--- config.mk ---
export PLATFORM = sky130hd
export DESIGN_NAME = sup_reset_wdog
export DESIGN_NICKNAME = d
export VERILOG_FILES = /design/src/rtl/sup_pkg.sv /design/src/rtl/sup_hold_timer.sv /design/src/rtl/sup_bus_kick.sv /design/src/rtl/sup_wdog.sv /design/src/rtl/sup_reset_wdog.sv
export SDC_FILE = /design/constraint.sdc
export NUM_CORES = 1
export LEC_CHECK = 0
export CAP_MARGIN = 20
export CORE_ASPECT_RATIO = 0.7
export CORE_MARGIN = 5
export CORE_UTILIZATION = 61
export CTS_BUF_LIST = sky130_fd_sc_hd__clkbuf_8
export CTS_CLUSTER_SIZE = 25
export DETAILED_ROUTE_END_ITERATION = 12
export PLACE_DENSITY = 0.94
export SLEW_MARGIN = 20
export SYNTH_ARGS = -nofsm -noshare
export SYNTH_HDL_FRONTEND = slang
export SYNTH_SLANG_ARGS = --single-unit
--- constraint.sdc ---
create_clock -name clk -period 2.3 [get_ports clk]
set_input_delay 0.345 -clock clk [delete_from_list [all_inputs] [get_ports clk]]
set_output_delay 0.345 -clock clk [all_outputs]
set_load 0.02 [all_outputs]
--- src/rtl/sup_pkg.sv ---
package sup_pkg;

    typedef enum logic {
        WD_RUN  = 1'b0,
        WD_BARK = 1'b1
    } wd_state_e;

    localparam logic [1:0] WD_SEL_OFF   = 2'b11;
    localparam logic [1:0] WD_SEL_SHORT = 2'b10;

    function automatic int unsigned max2(input int unsigned a, input int unsigned b);
        return (a > b) ? a : b;
    endfunction

endpackage

--- src/rtl/sup_hold_timer.sv ---
module sup_hold_timer #(
    parameter int unsigned HOLD_T0 = 50,
    parameter int unsigned HOLD_T1 = 200,
    parameter int unsigned HOLD_T2 = 400,
    parameter int unsigned HOLD_T3 = 800
) (
    input  logic       clk,
    input  logic       rst_n,
    input  logic       tick,
    input  logic       low_flag,
    input  logic [1:0] sel,
    output logic       active
);
    import sup_pkg::*;

    localparam int unsigned MAX_T = max2(max2(HOLD_T0, HOLD_T1), max2(HOLD_T2, HOLD_T3));
    localparam int unsigned CW    = $clog2(MAX_T + 1);

    typedef struct packed {
        logic          active;
        logic [CW-1:0] cnt;
    } hold_st_t;

    hold_st_t      st_d, st_q;
    logic [CW-1:0] limit;

    always_comb begin
        case (sel)
            2'b00:   limit = CW'(HOLD_T0);
            2'b01:   limit = CW'(HOLD_T1);
            2'b10:   limit = CW'(HOLD_T2);
            default: limit = CW'(HOLD_T3);
        endcase
    end

    always_comb begin
        st_d = st_q;
        if (low_flag) begin
            st_d.active = 1'b1;
            st_d.cnt    = '0;
        end else if (st_q.active && tick) begin
            if (st_q.cnt >= limit - 1'b1) begin
                st_d.active = 1'b0;
                st_d.cnt    = '0;
            end else begin
                st_d.cnt = st_q.cnt + 1'b1;
            end
        end
    end

    always_ff @(posedge clk or negedge rst_n) begin
        if (!rst_n) begin
            st_q.active <= 1'b1;
            st_q.cnt    <= '0;
        end else begin
            st_q <= st_d;
        end
    end

    assign active = st_q.active;

    AST_LOW_FORCES_RESET: assert property (@(posedge clk) disable iff (!rst_n)
        low_flag |=> active);

    AST_RELEASE_ON_TICK: assert property (@(posedge clk) disable iff (!rst_n)
        $fell(active) |-> ($past(tick) && !$past(low_flag)));

endmodule

--- src/rtl/sup_bus_kick.sv ---
module sup_bus_kick #(
    parameter int unsigned SYNC_STAGES = 2
) (
    input  logic clk,
    input  logic rst_n,
    input  logic scl_raw,
    input  logic sda_raw,
    output logic kick
);
    localparam int unsigned NS = (SYNC_STAGES < 2) ? 2 : SYNC_STAGES;

    typedef struct packed {
        logic [NS-1:0][1:0] sync;
        logic [1:0]         prev;
        logic               armed;
        logic               kick;
    } bus_st_t;

    bus_st_t    st_d, st_q;
    logic [1:0] cur;
    logic       scl_hi, start_c, stop_c;

    always_comb begin
        st_d         = st_q;
        st_d.sync[0] = {scl_raw, sda_raw};
        for (int i = 1; i < NS; i++) begin
            st_d.sync[i] = st_q.sync[i-1];
        end
        cur       = st_q.sync[NS-1];
        st_d.prev = cur;
        scl_hi    = cur[1] & st_q.prev[1];
        start_c   = scl_hi &  st_q.prev[0] & ~cur[0];
        stop_c    = scl_hi & ~st_q.prev[0] &  cur[0];
        st_d.kick = stop_c & st_q.armed;
        if (start_c) begin
            st_d.armed = 1'b1;
        end else if (stop_c) begin
            st_d.armed = 1'b0;
        end
    end

    always_ff @(posedge clk or negedge rst_n) begin
        if (!rst_n) begin
            st_q.sync  <= '1;
            st_q.prev  <= 2'b11;
            st_q.armed <= 1'b0;
            st_q.kick  <= 1'b0;
        end else begin
            st_q <= st_d;
        end
    end

    assign kick = st_q.kick;

    AST_KICK_SINGLE: assert property (@(posedge clk) disable iff (!rst_n)
        kick |=> !kick);

    AST_KICK_NEEDS_ARM: assert property (@(posedge clk) disable iff (!rst_n)
        kick |-> $past(st_q.armed));

endmodule

--- src/rtl/sup_wdog.sv ---
module sup_wdog #(
    parameter int unsigned WDP_T0   = 1400,
    parameter int unsigned WDP_T1   = 200,
    parameter int unsigned WDP_T2   = 25,
    parameter int unsigned WDL_LONG  = 200,
    parameter int unsigned WDL_SHORT = 25
) (
    input  logic       clk,
    input  logic       rst_n,
    input  logic       tick,
    input  logic       hold_rst,
    input  logic       kick,
    input  logic [1:0] sel,
    output logic       bark,
    output logic       fail_pulse
);
    import sup_pkg::*;

    localparam int unsigned MAX_T = max2(max2(WDP_T0, WDP_T1), max2(WDP_T2, max2(WDL_LONG, WDL_SHORT)));
    localparam int unsigned CW    = $clog2(MAX_T + 1);

    typedef struct packed {
        wd_state_e     st;
        logic [CW-1:0] cnt;
        logic [1:0]    sel_seen;
        logic          pulse;
    } wd_st_t;

    wd_st_t        st_d, st_q;
    logic [CW-1:0] period;
    logic [CW-1:0] lowlen;

    always_comb begin
        case (sel)
            2'b00:   period = CW'(WDP_T0);
            2'b01:   period = CW'(WDP_T1);
            default: period = CW'(WDP_T2);
        endcase
        lowlen = (sel == WD_SEL_SHORT) ? CW'(WDL_SHORT) : CW'(WDL_LONG);
    end

    always_comb begin
        st_d          = st_q;
        st_d.pulse    = 1'b0;
        st_d.sel_seen = sel;
        if (hold_rst || sel == WD_SEL_OFF) begin
            st_d.st  = WD_RUN;
            st_d.cnt = '0;
        end else if (sel != st_q.sel_seen) begin
            st_d.cnt = '0;
        end else begin
            case (st_q.st)
                WD_RUN: begin
                    if (kick) begin
                        st_d.cnt = '0;
                    end else if (tick) begin
                        if (st_q.cnt >= period - 1'b1) begin
                            st_d.st    = WD_BARK;
                            st_d.cnt   = '0;
                            st_d.pulse = 1'b1;
                        end else begin
                            st_d.cnt = st_q.cnt + 1'b1;
                        end
                    end
                end
                default: begin
                    if (tick) begin
                        if (st_q.cnt >= lowlen - 1'b1) begin
                            st_d.st  = WD_RUN;
                            st_d.cnt = '0;
                        end else begin
                            st_d.cnt = st_q.cnt + 1'b1;
                        end
                    end
                end
            endcase
        end
    end

    always_ff @(posedge clk or negedge rst_n) begin
        if (!rst_n) begin
            st_q.st       <= WD_RUN;
            st_q.cnt      <= '0;
            st_q.sel_seen <= WD_SEL_OFF;
            st_q.pulse    <= 1'b0;
        end else begin
            st_q <= st_d;
        end
    end

    assign bark       = (st_q.st == WD_BARK);
    assign fail_pulse = st_q.pulse;

    AST_QUIET_IN_RESET: assert property (@(posedge clk) disable iff (!rst_n)
        hold_rst |=> !bark);

    AST_OFF_NEVER_BARKS: assert property (@(posedge clk) disable iff (!rst_n)
        (sel == WD_SEL_OFF) |=> !bark);

    AST_PULSE_ONE_CYCLE: assert property (@(posedge clk) disable iff (!rst_n)
        fail_pulse |=> !fail_pulse);

    AST_PULSE_ON_ENTRY: assert property (@(posedge clk) disable iff (!rst_n)
        fail_pulse |-> (bark && !$past(bark)));

    AST_BARK_LEAVES_ON_TICK: assert property (@(posedge clk) disable iff (!rst_n)
        $fell(bark) |-> ($past(tick) || $past(hold_rst) || $past(sel) != $past(st_q.sel_seen) || $past(sel) == WD_SEL_OFF));

endmodule

--- src/rtl/sup_reset_wdog.sv ---
module sup_reset_wdog #(
    parameter int unsigned HOLD_T0   = 50,
    parameter int unsigned HOLD_T1   = 200,
    parameter int unsigned HOLD_T2   = 400,
    parameter int unsigned HOLD_T3   = 800,
    parameter int unsigned WDP_T0    = 1400,
    parameter int unsigned WDP_T1    = 200,
    parameter int unsigned WDP_T2    = 25,
    parameter int unsigned WDL_LONG  = 200,
    parameter int unsigned WDL_SHORT = 25,
    parameter int unsigned SYNC_STAGES = 2
) (
    input  logic       clk,
    input  logic       rst_n,
    input  logic       tick_ms,
    input  logic       vmain_low,
    input  logic       vaux_low,
    input  logic       scl_in,
    input  logic       sda_in,
    input  logic [1:0] hold_sel,
    input  logic [1:0] wd_sel,
    output logic       rst_hi,
    output logic       rst_lo_n,
    output logic       wd_out_n,
    output logic       aux_fail_n,
    output logic       wd_fail_pulse
);
    logic hold_active;
    logic kick;
    logic bark;

    sup_hold_timer #(
        .HOLD_T0 (HOLD_T0),
        .HOLD_T1 (HOLD_T1),
        .HOLD_T2 (HOLD_T2),
        .HOLD_T3 (HOLD_T3)
    ) u_hold (
        .clk      (clk),
        .rst_n    (rst_n),
        .tick     (tick_ms),
        .low_flag (vmain_low),
        .sel      (hold_sel),
        .active   (hold_active)
    );

    sup_bus_kick #(
        .SYNC_STAGES (SYNC_STAGES)
    ) u_bus (
        .clk     (clk),
        .rst_n   (rst_n),
        .scl_raw (scl_in),
        .sda_raw (sda_in),
        .kick    (kick)
    );

    sup_wdog #(
        .WDP_T0    (WDP_T0),
        .WDP_T1    (WDP_T1),
        .WDP_T2    (WDP_T2),
        .WDL_LONG  (WDL_LONG),
        .WDL_SHORT (WDL_SHORT)
    ) u_wd (
        .clk        (clk),
        .rst_n      (rst_n),
        .tick       (tick_ms),
        .hold_rst   (hold_active),
        .kick       (kick),
        .sel        (wd_sel),
        .bark       (bark),
        .fail_pulse (wd_fail_pulse)
    );

    assign rst_hi     = hold_active;
    assign rst_lo_n   = ~hold_active;
    assign wd_out_n   = ~bark;
    assign aux_fail_n = ~vaux_low;

    AST_RESET_AT_BOOT: assert property (@(posedge clk) disable iff (!rst_n)
        $rose(rst_n) |-> rst_hi);

endmodule

==> out/qor.yml, run 1 <==
grt_pass1_vias: 2411
ys.flop_type: "dfrtp_1"
gp_congestion: 0.942
synth-seq-cells: 34
drcViolationCount: 0
slew_violations: 0
htreeDepth: 2
synth_warnings: 0
wl_um: 9420
hp-start: "u_bus.st_d[6]$_DFF_PN1_"
cap_violations: 0
place_hpwl_um: 4520
fin_ws_ns: -0.258
die_area_um2: 5120
final_nets: 329
syn_avg_cell_area_um2: 10.1
core_um2: 3580
vias: 2552
tightest_slew_ns: 0.661
fin_crit_ns: 2.56
peakVddDrop_v: 0.000627
synth_edf_count: 0
clk_pin_slew_ns: 0.08
r2r_slack_ns: -0.25
power_mw: 1.75
cts_tree: "done"
vias_per_cell: 7.57
port_buffers: 15
grt_overflow: 0
hold_depth: 0
min_to: "u_bus.cur[0]$_DFF_PN1_"
synth-seq-area-share_pct: 37.5
min_period_over_period_pct: 111
firstDrtPassIters: 5
diodes: 0
cp_max_fo: 3
die_width_um: 83.4
r2r_end: "u_wd.bark$_DFFE_PN0P_"
syn_nets: 271
violations: "setup timing"
hold_violations: 0
worst_ep_arrival_time_ns: 2.76
ant_nets: 0
wl_per_cell_um: 28.0
max_freq_mhz: 391
cts_root_buf: "clkbuf_8"
die_h_um: 61.4
rr_worst_depth: 7
grt_max_degree: 35
ys_async_sr_fraction_pct: 100
p_per_area_nw_per_um2: 544
worstSkewPairLatency_ns: 0.30
setup_viol: 16
clock-sinks: 34
syn_inst: 228
reg2reg_from: "u_wd.st_q[8]$_DFFE_PN0P_"
hold_path_class: "reg -> reg"
slew_headroom_pct: 55.4
rsz0062_at_grt: "true"
fp-row-count: 18
areaGrowthSynthToFinish_pct: 40.0
pin_count: 16
synth_cell_type_count: 44
grt_antenna_before_repair: 0
worstSetupPathType: "in -> reg"
grt_pass1_wl_um: 13400
worst_clock_skew_ns: 0.00210
grt_use_total_pct: 35.2
drt_iter0_drc: 476
end_kind: "flop"
p_leak_nw: 1.58
status: "finished, violations left"
initial_utilization_pct: 64.3
critPathRequiredTime_ns: 2.50
layout-drive-gt1-share_pct: 37.3
pre_cts_ws_ns: -0.643
cts_inserted_buffers: 5
hold_buffers: 0
synth_area_um2: 2300
start_kind: "primary input"
clk_path_buf_depth: 2
power breakdown:
group | internal (mW) | switching (mW) | total [mW] | leakage, nW
registers | 0.640 | 0.0595 | 0.699 | 0.434
clock network | 0.435 | 0.264 | 0.698 | 0.0683
logic | 0.163 | 0.192 | 0.355 | 1.08
total | 1.24 | 0.515 | 1.75 | 1.58
state kept, by name (all words and copies together), names as in the netlist:
signal           cells
u_wd.st_q           13
u_hold.active        1
u_wd.fail_pulse      1
u_bus.cur            2
u_bus.st_d           2
u_bus.st_q           3
u_wd.bark            1
u_hold.st_q         10
u_bus.kick           1
cells by family after synthesis:
kind of cell / synth area share (%)
AND/OR/NAND/NOR: 16.8
flip-flops: 37.5
multiplexers: 0.979
XOR/XNOR: 2.66
buffers and inverters: 3.75
AO/OA/AOI/OAI: 20.9
adder cells (fa/ha/maj): 17.4
routing by layer:
metal	vias up	global-route usage [%]	routed length, µm
met5	-	0	0
met4	0	20.3	669
met3	89	9.09	1310
met2	308	57.8	4000
met1	1188	43.7	3450
li1	967	-	-
worst max-delay path by stage:
| stage | from | cells past startpoint | slack, ns | to |
|---|---|---|---|---|
| after floorplan | wd_sel[0] | 10 | 0.01 | u_wd.st_q[13]$_DFFE_PN0P_ |
| after global placement | wd_sel[1] | 10 | -0.53 | u_wd.st_q[7]$_DFFE_PN0P_ |
| after detailed placement | wd_sel[1] | 11 | -0.64 | u_wd.st_q[11]$_DFFE_PN0P_ |
| after CTS | u_wd.st_q[3]$_DFFE_PN0P_ | 10 | 0.01 | u_wd.st_q[3]$_DFFE_PN0P_ |
| after global routing | wd_sel[0] | 13 | -0.16 | u_wd.st_q[11]$_DFFE_PN0P_ |
| final | wd_sel[0] | 9 | -0.26 | u_wd.bark$_DFFE_PN0P_ |
area by class of cell:
type / count / area, µm²
fillers: 118 / 360
clock buffers: 5 / 68.8
repair buffers: 54 / 494
well taps: 50 / 62.6
flip-flops and latches: 34 / 866
inverters: 18 / 67.6
multi-input cells: 173 / 1590
clock inverters: 3 / 68.8
synth_stat cells (all sizes together) (3+ instances only):
cell	number	area (µm²)
ha	32	400
dfrtp	25	626
inv	18	67.6
nor2	17	63.8
a22o	12	105
nand2	11	41.3
o21ai	11	66.3
a21oi	9	45.0
dfstp	9	236
o31ai	9	67.6
nor2b	7	43.8
and3	6	37.5
a211o	5	43.8
nand4	5	31.3
nor3	5	25.0
xor2	5	43.8
a31oi	4	40.0
nand3	4	20.0
a211oi	3	27.5
and2	3	18.8
nand2b	3	18.8
per-stage QoR:
stage	hold WS [ns]	TNS, ns	utilization, %	cell area, µm²	std cells
CTS	0.360	0	87.2	3120	332
global placement	0.346	-9.63	76.8	2750	320
floorplan	0.0494	0	-	2300	228
finish	0.360	-1.69	89.9	3220	337
detailed placement	0.349	-12.57	76.8	2750	320
global route	0.367	-2.11	89.9	3220	337
timing repair:
action | CTS | global route
pin swaps | 17 | 10
buffers inserted | 4 | 5
setup endpoints to repair | 24 | 20
cloned | 1 | 0
resized for setup | 44 | 21
placed cells by master (no fill, tap or decap), types with 3 or more instances in the layout:
cell type,n
ha_1,29
buf_12,3
clkdlybuf4s50_1,11
a21oi_1,5
dfstp_2,9
a22o_1,11
o31ai_4,5
ha_4,3
and3_1,6
nand4_1,5
o31ai_2,4
inv_1,14
dfrtp_2,3
dfrtp_1,22
clkbuf_8,5
o21ai_0,6
nand2_1,10
nor2_1,15
buf_4,34
xor2_1,5
inv_2,4
nor2b_1,7
a21oi_2,3
o21ai_1,3
a211o_1,5
nand3_1,4
worst max-delay path: stages:
cell and delay, ns:
clkdlybuf4s15_2 0.22, or2_4 0.29, ha_1 0.32, nand2_1 0.12, nor3_4 0.25, a21oi_4 0.11
o21ai_0 0.54, a41oi_1 0.28, a31oi_1 0.28
Power figures use the tool's default switching activity.
==> inputs of run 2 (changes only) <==
--- a/config.mk
+++ b/config.mk
@@ -10,7 +10,6 @@
 export CORE_MARGIN = 5
 export CORE_UTILIZATION = 61
 export CTS_BUF_LIST = sky130_fd_sc_hd__clkbuf_8
-export CTS_CLUSTER_SIZE = 25
 export DETAILED_ROUTE_END_ITERATION = 12
 export PLACE_DENSITY = 0.94
 export SLEW_MARGIN = 20
==> results of run 2 <==
No change in the layout: final DEF, timing and power equal those of run 1.
